**src/rtl/misc_alias_pkg.sv**
```systemverilog
package misc_alias_pkg;

    // Operation selected by the address decoder for one bus cycle.
    typedef enum logic [2:0] {
        OP_NONE   = 3'd0,
        OP_DIRECT = 3'd1,
        OP_AND    = 3'd2,
        OP_OR     = 3'd3,
        OP_CLEAR  = 3'd4
    } op_e;

    // Word offsets of the aliases relative to the base word.
    localparam int OFS_DIRECT = 0;
    localparam int OFS_MERGE  = 1;
    localparam int OFS_SET    = 2;

endpackage

```
**src/rtl/misc_alias_decode.sv**
```systemverilog
module misc_alias_decode
    import misc_alias_pkg::*;
#(
    parameter int ADDR_W       = 20,
    parameter int SIZE_W       = 4,
    parameter int DATA_W       = 64,
    parameter int BASE_WORD    = 'h4020,
    parameter bit CLEAR_ON_AND = 1'b0
) (
    input  logic              wr_i,
    input  logic              rd_i,
    input  logic [ADDR_W-1:0] addr_i,
    input  logic [SIZE_W-1:0] size_i,
    output op_e               op_o,
    output logic              rd_hit_o
);

    localparam int WORD_BYTES = DATA_W / 8;
    localparam int WORD_SHIFT = $clog2(WORD_BYTES);
    localparam logic [ADDR_W-1:0] W_DIRECT = ADDR_W'(BASE_WORD + OFS_DIRECT);
    localparam logic [ADDR_W-1:0] W_MERGE  = ADDR_W'(BASE_WORD + OFS_MERGE);
    localparam logic [ADDR_W-1:0] W_SET    = ADDR_W'(BASE_WORD + OFS_SET);
    localparam logic [SIZE_W-1:0] SIZE_OK  = SIZE_W'(WORD_BYTES);

    logic [ADDR_W-1:0] word_ofs;
    logic              size_good;
    logic              hit_direct;
    logic              hit_merge;
    logic              hit_set;
    op_e               merge_op;

    assign word_ofs   = addr_i >> WORD_SHIFT;
    assign size_good  = (size_i == SIZE_OK);
    assign hit_direct = (word_ofs == W_DIRECT);
    assign hit_merge  = (word_ofs == W_MERGE);
    assign hit_set    = (word_ofs == W_SET);

    // The variant parameter picks what the base+1 alias does.
    generate
        if (CLEAR_ON_AND) begin : g_clear_alias
            assign merge_op = OP_CLEAR;
        end else begin : g_and_alias
            assign merge_op = OP_AND;
        end
    endgenerate

    always_comb begin
        op_o = OP_NONE;
        if (wr_i && size_good) begin
            if (hit_direct) begin
                op_o = OP_DIRECT;
            end else if (hit_merge) begin
                op_o = merge_op;
            end else if (hit_set) begin
                op_o = OP_OR;
            end
        end
    end

    assign rd_hit_o = rd_i && size_good && hit_direct;

endmodule

```
**src/rtl/misc_alias_update.sv**
```systemverilog
module misc_alias_update
    import misc_alias_pkg::*;
#(
    parameter int DATA_W    = 64,
    parameter int IMPL_BITS = 19,
    parameter int IRQ_BIT   = 0,
    parameter int MSG_BIT   = 3
) (
    input  logic [DATA_W-1:0] cur_i,
    input  op_e               op_i,
    input  logic [DATA_W-1:0] wdata_i,
    input  logic              raise_i,
    output logic [DATA_W-1:0] next_o
);

    localparam int IRQ_IDX = DATA_W - 1 - IRQ_BIT;
    localparam int MSG_IDX = DATA_W - 1 - MSG_BIT;

    logic [DATA_W-1:0] impl_mask;
    logic [DATA_W-1:0] raise_bits;
    logic [DATA_W-1:0] bus_result;

    // Big-endian numbering: bit n of the register is vector index DATA_W-1-n.
    generate
        for (genvar n = 0; n < DATA_W; n++) begin : g_mask
            assign impl_mask[DATA_W-1-n] = (n < IMPL_BITS);
        end
    endgenerate

    always_comb begin
        raise_bits          = '0;
        raise_bits[IRQ_IDX] = 1'b1;
        raise_bits[MSG_IDX] = 1'b1;
    end

    always_comb begin
        unique case (op_i)
            OP_DIRECT: bus_result = wdata_i;
            OP_AND:    bus_result = cur_i & wdata_i;
            OP_OR:     bus_result = cur_i | wdata_i;
            OP_CLEAR:  bus_result = '0;
            default:   bus_result = cur_i;
        endcase
    end

    // The bus result is formed first, the message raise is merged after it.
    assign next_o = (bus_result & impl_mask) | (raise_i ? (raise_bits & impl_mask) : '0);

endmodule

```
**src/rtl/misc_alias_reg.sv**
```systemverilog
module misc_alias_reg
    import misc_alias_pkg::*;
#(
    parameter int DATA_W       = 64,
    parameter int ADDR_W       = 20,
    parameter int SIZE_W       = 4,
    parameter int IMPL_BITS    = 19,
    parameter int IRQ_BIT      = 0,
    parameter int MSG_BIT      = 3,
    parameter int BASE_WORD    = 'h4020,
    parameter bit CLEAR_ON_AND = 1'b0
) (
    input  logic              clk,
    input  logic              rst_n,
    input  logic              bus_wr_i,
    input  logic              bus_rd_i,
    input  logic [ADDR_W-1:0] bus_addr_i,
    input  logic [SIZE_W-1:0] bus_size_i,
    input  logic [DATA_W-1:0] bus_wdata_i,
    output logic [DATA_W-1:0] bus_rdata_o,
    input  logic              msg_raise_i,
    output logic              irq_o
);

    localparam int IRQ_IDX    = DATA_W - 1 - IRQ_BIT;
    localparam int MSG_IDX    = DATA_W - 1 - MSG_BIT;
    localparam int WORD_SHIFT = $clog2(DATA_W / 8);

    function automatic logic [DATA_W-1:0] build_mask();
        logic [DATA_W-1:0] m;
        m = '0;
        for (int n = 0; n < IMPL_BITS; n++) begin
            m[DATA_W-1-n] = 1'b1;
        end
        return m;
    endfunction

    localparam logic [DATA_W-1:0] IMPL_MASK = build_mask();

    typedef struct packed {
        logic [DATA_W-1:0] misc;
        logic              irq;
    } state_t;

    state_t            state_d;
    state_t            state_q;
    op_e               op;
    logic              rd_hit;
    logic [DATA_W-1:0] misc_next;

    misc_alias_decode #(
        .ADDR_W       (ADDR_W),
        .SIZE_W       (SIZE_W),
        .DATA_W       (DATA_W),
        .BASE_WORD    (BASE_WORD),
        .CLEAR_ON_AND (CLEAR_ON_AND)
    ) u_decode (
        .wr_i     (bus_wr_i),
        .rd_i     (bus_rd_i),
        .addr_i   (bus_addr_i),
        .size_i   (bus_size_i),
        .op_o     (op),
        .rd_hit_o (rd_hit)
    );

    misc_alias_update #(
        .DATA_W    (DATA_W),
        .IMPL_BITS (IMPL_BITS),
        .IRQ_BIT   (IRQ_BIT),
        .MSG_BIT   (MSG_BIT)
    ) u_update (
        .cur_i   (state_q.misc),
        .op_i    (op),
        .wdata_i (bus_wdata_i),
        .raise_i (msg_raise_i),
        .next_o  (misc_next)
    );

    always_comb begin
        state_d      = state_q;
        state_d.misc = misc_next;
        state_d.irq  = misc_next[IRQ_IDX];
    end

    always_ff @(posedge clk) begin
        if (!rst_n) begin
            state_q <= '0;
        end else begin
            state_q <= state_d;
        end
    end

    assign bus_rdata_o = rd_hit ? state_q.misc : '0;
    assign irq_o       = state_q.irq;

    AST_UNIMPL_ZERO: assert property (@(posedge clk) disable iff (!rst_n)
        (state_q.misc & ~IMPL_MASK) == '0);

    AST_IRQ_TRACK: assert property (@(posedge clk) disable iff (!rst_n)
        irq_o == state_q.misc[IRQ_IDX]);

    AST_RAISE_SETS: assert property (@(posedge clk) disable iff (!rst_n)
        msg_raise_i |=> (irq_o && state_q.misc[MSG_IDX]));

    AST_OR_KEEPS: assert property (@(posedge clk) disable iff (!rst_n)
        (op == OP_OR) |=> ((state_q.misc & $past(bus_wdata_i & IMPL_MASK))
                           == $past(bus_wdata_i & IMPL_MASK)));

    AST_IDLE_HOLD: assert property (@(posedge clk) disable iff (!rst_n)
        (op == OP_NONE && !msg_raise_i) |=> $stable(state_q.misc));

    AST_STRAY_READ: assert property (@(posedge clk) disable iff (!rst_n)
        ((bus_addr_i >> WORD_SHIFT) != ADDR_W'(BASE_WORD)) |-> (bus_rdata_o == '0));

    generate
        if (CLEAR_ON_AND) begin : g_chk_clear
            AST_CLEAR_ALL: assert property (@(posedge clk) disable iff (!rst_n)
                (op == OP_CLEAR && !msg_raise_i) |=> (state_q.misc == '0));
        end
    endgenerate

endmodule

```
**config.mk**
```make
export PLATFORM = sky130hd
export DESIGN_NAME = misc_alias_reg
export DESIGN_NICKNAME = d
export VERILOG_FILES = /design/src/rtl/misc_alias_pkg.sv /design/src/rtl/misc_alias_decode.sv /design/src/rtl/misc_alias_update.sv /design/src/rtl/misc_alias_reg.sv
export SDC_FILE = /design/constraint.sdc
export NUM_CORES = 1
export LEC_CHECK = 0
export BUFFER_PORTS_ARGS = -buffer_cell sky130_fd_sc_hd__buf_2
export CORE_MARGIN = 2
export CORE_UTILIZATION = 31
export CTS_CLUSTER_DIAMETER = 100
export CTS_CLUSTER_SIZE = 12
export DETAILED_ROUTE_END_ITERATION = 8
export MAX_ROUTING_LAYER = met4
export PLACE_DENSITY = 0.78
export SETUP_SLACK_MARGIN = 0.5
export SLEW_MARGIN = 40
export SYNTH_ARGS = -nofsm -noshare
export SYNTH_HDL_FRONTEND = slang
export SYNTH_SLANG_ARGS = --single-unit
```
**constraint.sdc**
```tcl
create_clock -name clk -period 2.68 [get_ports clk]
set_input_delay 0.536 -clock clk [delete_from_list [all_inputs] [get_ports clk]]
set_output_delay 0.536 -clock clk [all_outputs]
set_load 0.02 [all_outputs]
```
; Word level (Yosys, flattened, before mapping)
; Cells that the tools add are included.
[op_classes]
bitwise_logic = 3
n_mux = 7
n_reduce_logical = 3
n_eq_ne = 8
[op_table]
columns = operator, count
row1 = 64-bit case mux with 4 select lines, 1
row2 = 64-bit two-way mux, 2
row3 = 64-bit bitwise OR, 2
row4 = 64-bit bitwise AND, 1
row5 = "17-bit by 15-bit equality test with 1-bit output, second input constant", 3
row6 = 3-bit two-way mux, 3
row7 = "3-bit by 2-bit equality test with 1-bit output, second input constant", 2
row8 = "4-bit equality test, second input constant", 1
row9 = "3-bit by 1-bit equality test with 1-bit output, second input constant", 1
row10 = "3-bit equality test, second input constant", 1
row11 = 1-bit logical AND, 3
row12 = 2-bit two-way mux, 1
[totals]
word_cells = 23
register_bits = 65

; Logic depth before layout (Yosys ltp)
[depth]
depth_word = 8
ltp_mapped = 6
ltp_nobuf = 4

; Modules after synthesis
; A second synthesis with hierarchy kept.
[unflattened]
hier_cells = 357
area_unflattened_um2 = 3335.7
[modules_own_cells]
columns = module, area_per_inst_um2, seq_area_each_um2, n_inst, cells_per_inst
row1 = misc_alias_reg, 2267.2, 1281.2, 1, 204
row2 = misc_alias_update, 928.4, 0.0, 1, 137
row3 = misc_alias_decode, 140.1, 0.0, 1, 16

; Least setup slack after synthesis
; Ideal clock, no wire load.
[synth_timing]
path_kind = input port to output port
startpoint = input port bus_addr_i[16]
endpoint = output port bus_rdata_o[53]
setup_slack_ns = -0.026
t_arrival_ns = 2.170
cell_stages = 6
required_ns = 2.144
n_path_buf = 2
path_cell_list = or4b_1 -> nor4_1 -> and3_1 -> clkbuf_1 -> clkbuf_1 -> and2_1
[synth_between]
elab_chain_len = 3
[synth_rtl]
columns = element, line_no
row1 = start: declaration, misc_alias_reg.sv:17  ; input logic [ADDR_W-1:0] bus_addr_i,
row2 = 17-bit by 15-bit equality test with 1-bit output, misc_alias_decode.sv:34  ; assign hit_direct = (word_ofs == W_DIRECT);
row3 = 1-bit logical AND, misc_alias_decode.sv:60  ; assign rd_hit_o = rd_i && size_good && hit_direct;
row4 = 64-bit two-way mux, misc_alias_reg.sv:93  ; assign bus_rdata_o = rd_hit ? state_q.misc : '0;
row5 = end: declaration, misc_alias_reg.sv:20  ; output logic [DATA_W-1:0] bus_rdata_o,
; Every way passes these cells.

; Final worst setup path
[layout_timing]
startpoint = input port bus_addr_i[16]
endpoint = output port bus_rdata_o[47]
; The elaborated chain is that of the path after synthesis.

==> run metrics <==
utilization after layout 43.6%; top post-synthesis cells by area dfxtp_1 27%, buf_4 24%, and2_1 8.5%; crit path launch bus_addr_i[16]; drt total wl 3890 um; Critical Path Max Stage Delay 540 ps; DRC 0; global route overflow 0; CP arrival 2100 ps; Num CTS Buffers 3; syn avg cell area 8.37 um2; detailed placer's ending HPWL 2360 um; reg2reg start state_q[64]; flops & latches, synth 19; Setup crit start kind input port; Via Count 1346; n_diodes 0; Compound-Gate Fraction of Synth Area 13.2%; post-route setup slack 45.4 ps; R2R Setup Slk 1920 ps; Synth warnings 0; clk_lat worst skew 250 ps; clock buffer depth 2; pwr dens 319 nW/um2; Yosys top cell by area dfxtp_1; Tot GR Track Use 13.6%; final setup vio count 0; Routability Congestion 0.706; Mapped Cells 167; CP max-delay cell or4b_4; IO Pins 158; wire length per cell 13.7 um; NumNets Final 326; clock root buffer clkbuf_8; global-route wire length before repair 5420 um; max FFs per register 19; min-delay worst type register to register; CTS tree built; Slew Limit Fails 0; Vias/cell 4.74; number of global-route vias before repair 1182; CP Class input port to output port; Worst Clk Skew 0 ps; core area 4350 um2; synth unique cells 26; highest clock rate 380 MHz; Setup TNS 0 ps; Post-CTS Setup Bufs 0; Clock Pin Slew Worst Setup and Hold Paths 70 ps; H-Tree Depth 1; CP top delay family simple AND/OR/NAND/NOR gates; Max-Cap Viols 0; slew margin rel. 51.3%; CTS hold repair buffers 0; Top reg by flops state_q; pre-CTS WS 56.5 ps; Initial Utilization 32.1%; biggest regs state_q: 19 flops; RSZ-0062 raised after global routing true; worst slew pin tran 731 ps; initial antenna violation count 0; Buf/Inv on CP 3; CP max FO 9; Final ANT Viol Nets 0; status completed; clock sink count 19; initial drt markers 75; I/O Buffers 64; Critical Path Sink Type output port; DIE HEIGHT 71.1 um; FF-to-FF path depth 2; register area share after synthesis 27.2%; post-synthesis adder-cell area fraction 0%; minimum clock period after layout 2630 ps; worst path required time 2140 ps; share of the synthesized area in the top cell type 27.2%; Hold WS 460 ps; Cell Chain, Critical Path buf_2 -> or4b_4 -> nor4_2 -> and3_4 -> clkbuf_16 -> and2_2 -> buf_4; mux contribution to synthesized area 0%; commonest non-fill, non-tap cells in the layout 45 x conb_1, 45 x buf_2, 23 x buf_4; synthesized cell area 1400 um2; Die W 71.1 um; Fillers 436; FP Rows 24; die area 5060 um2; layout cells sized above 1 50.9%; Critical Path Sink bus_rdata_o[47]; drt first pass iters 4; post-synthesis xor/xnor area fraction 0%; R2R Path End state_q[64]; final period utilization 98.3%; Critical Path Stages 7; final hold vios 0; Layout area overhead 35.7%; largest net degree at the start of global routing 37; Power Total 605 uW; largest family of logic cells by synthesized area simple AND/OR/NAND/NOR gates; Peak VDD IR 0.141 mV; Leak 0.000926 uW; Post-Synth Simple-Gate Area 30.2%
==> how the worst min path moves through the flow <==
stage,startpoint,end,slack (ps),cells after the start
2_1_floorplan,state_q[46],state_q[46],430,2
3_3_place_gp,state_q[48],state_q[48],440,2
3_5_place_dp,state_q[50],state_q[50],450,2
4_1_cts,state_q[50],state_q[50],460,2
5_1_grt,state_q[52],state_q[52],480,2
6_report,state_q[49],state_q[49],460,2
==> kinds of logic (layout without fill, tap and decap cells) <==
| group | count (synthesis) | count (layout) |
|---|---|---|
| AO/OA/AOI/OAI | 21 | 21 |
| buffers and inverters | 58 | 76 |
| flip-flops | 19 | 19 |
| other | 1 | 45 |
| AND/OR/NAND/NOR | 68 | 71 |
==> worst min-delay path: stages (launching register included) <==
cell and delay, ps:
dfxtp_1 310, o311ai_1 60, nand2_1 50
==> synth_stat cells, drive strengths merged <==
| master | n |
|---|---|
| inv | 1 |
| nor4 | 2 |
| nand4 | 17 |
| or4 | 3 |
| a311oi | 2 |
| nor2 | 2 |
| nor3 | 2 |
| nand2 | 17 |
| conb | 1 |
| or4b | 3 |
| dfxtp | 19 |
| and2 | 19 |
| buf | 49 |
| o311ai | 17 |
| clkbuf | 8 |
| and3 | 1 |
| or2 | 2 |
| o41ai | 2 |
==> report_power, final <==
group / internal (uW) / leakage [uW] / total [uW] / switching [uW]
Clock: 105 / 0.0000228 / 195 / 89.9
Sequential: 284 / 0.000154 / 286 / 1.31
Combinational: 31.8 / 0.000750 / 124 / 91.9
==> stage by stage <==
stage                     area [um2]  std cells
final                           1900        284
after global routing            1900        284
after floorplan                 1640        211
after detailed placement        1660        276
after global placement          1660        276
after CTS                       1740        282
==> routing by layer <==
metal	share of wire, %	up-vias	global-route usage (%)
met3	5.5	2	1.85
met1	42	631	16.0
met5	0	-	-
met4	0.59	0	5.03
li1	-	657	-
met2	52	56	23.6
==> timing repair <==
action / in CTS / in global routing
pin swaps: 2 / 3
gates resized for setup: 3 / 35
endpoints found under the setup margin: 20 / 38
cloned: 2 / 2
==> final cells by class <==
type	instances	area (um2)	share of cell area (%)
clock buffers	4	45.0	2.37
inverters	1	3.75	0.198
multi-input cells	137	940	49.5
flip-flops and latches	19	380	20.1
well taps	52	65.1	3.43
repair buffers	71	463	24.4
Note: power is estimated with default switching activity, not from simulation.
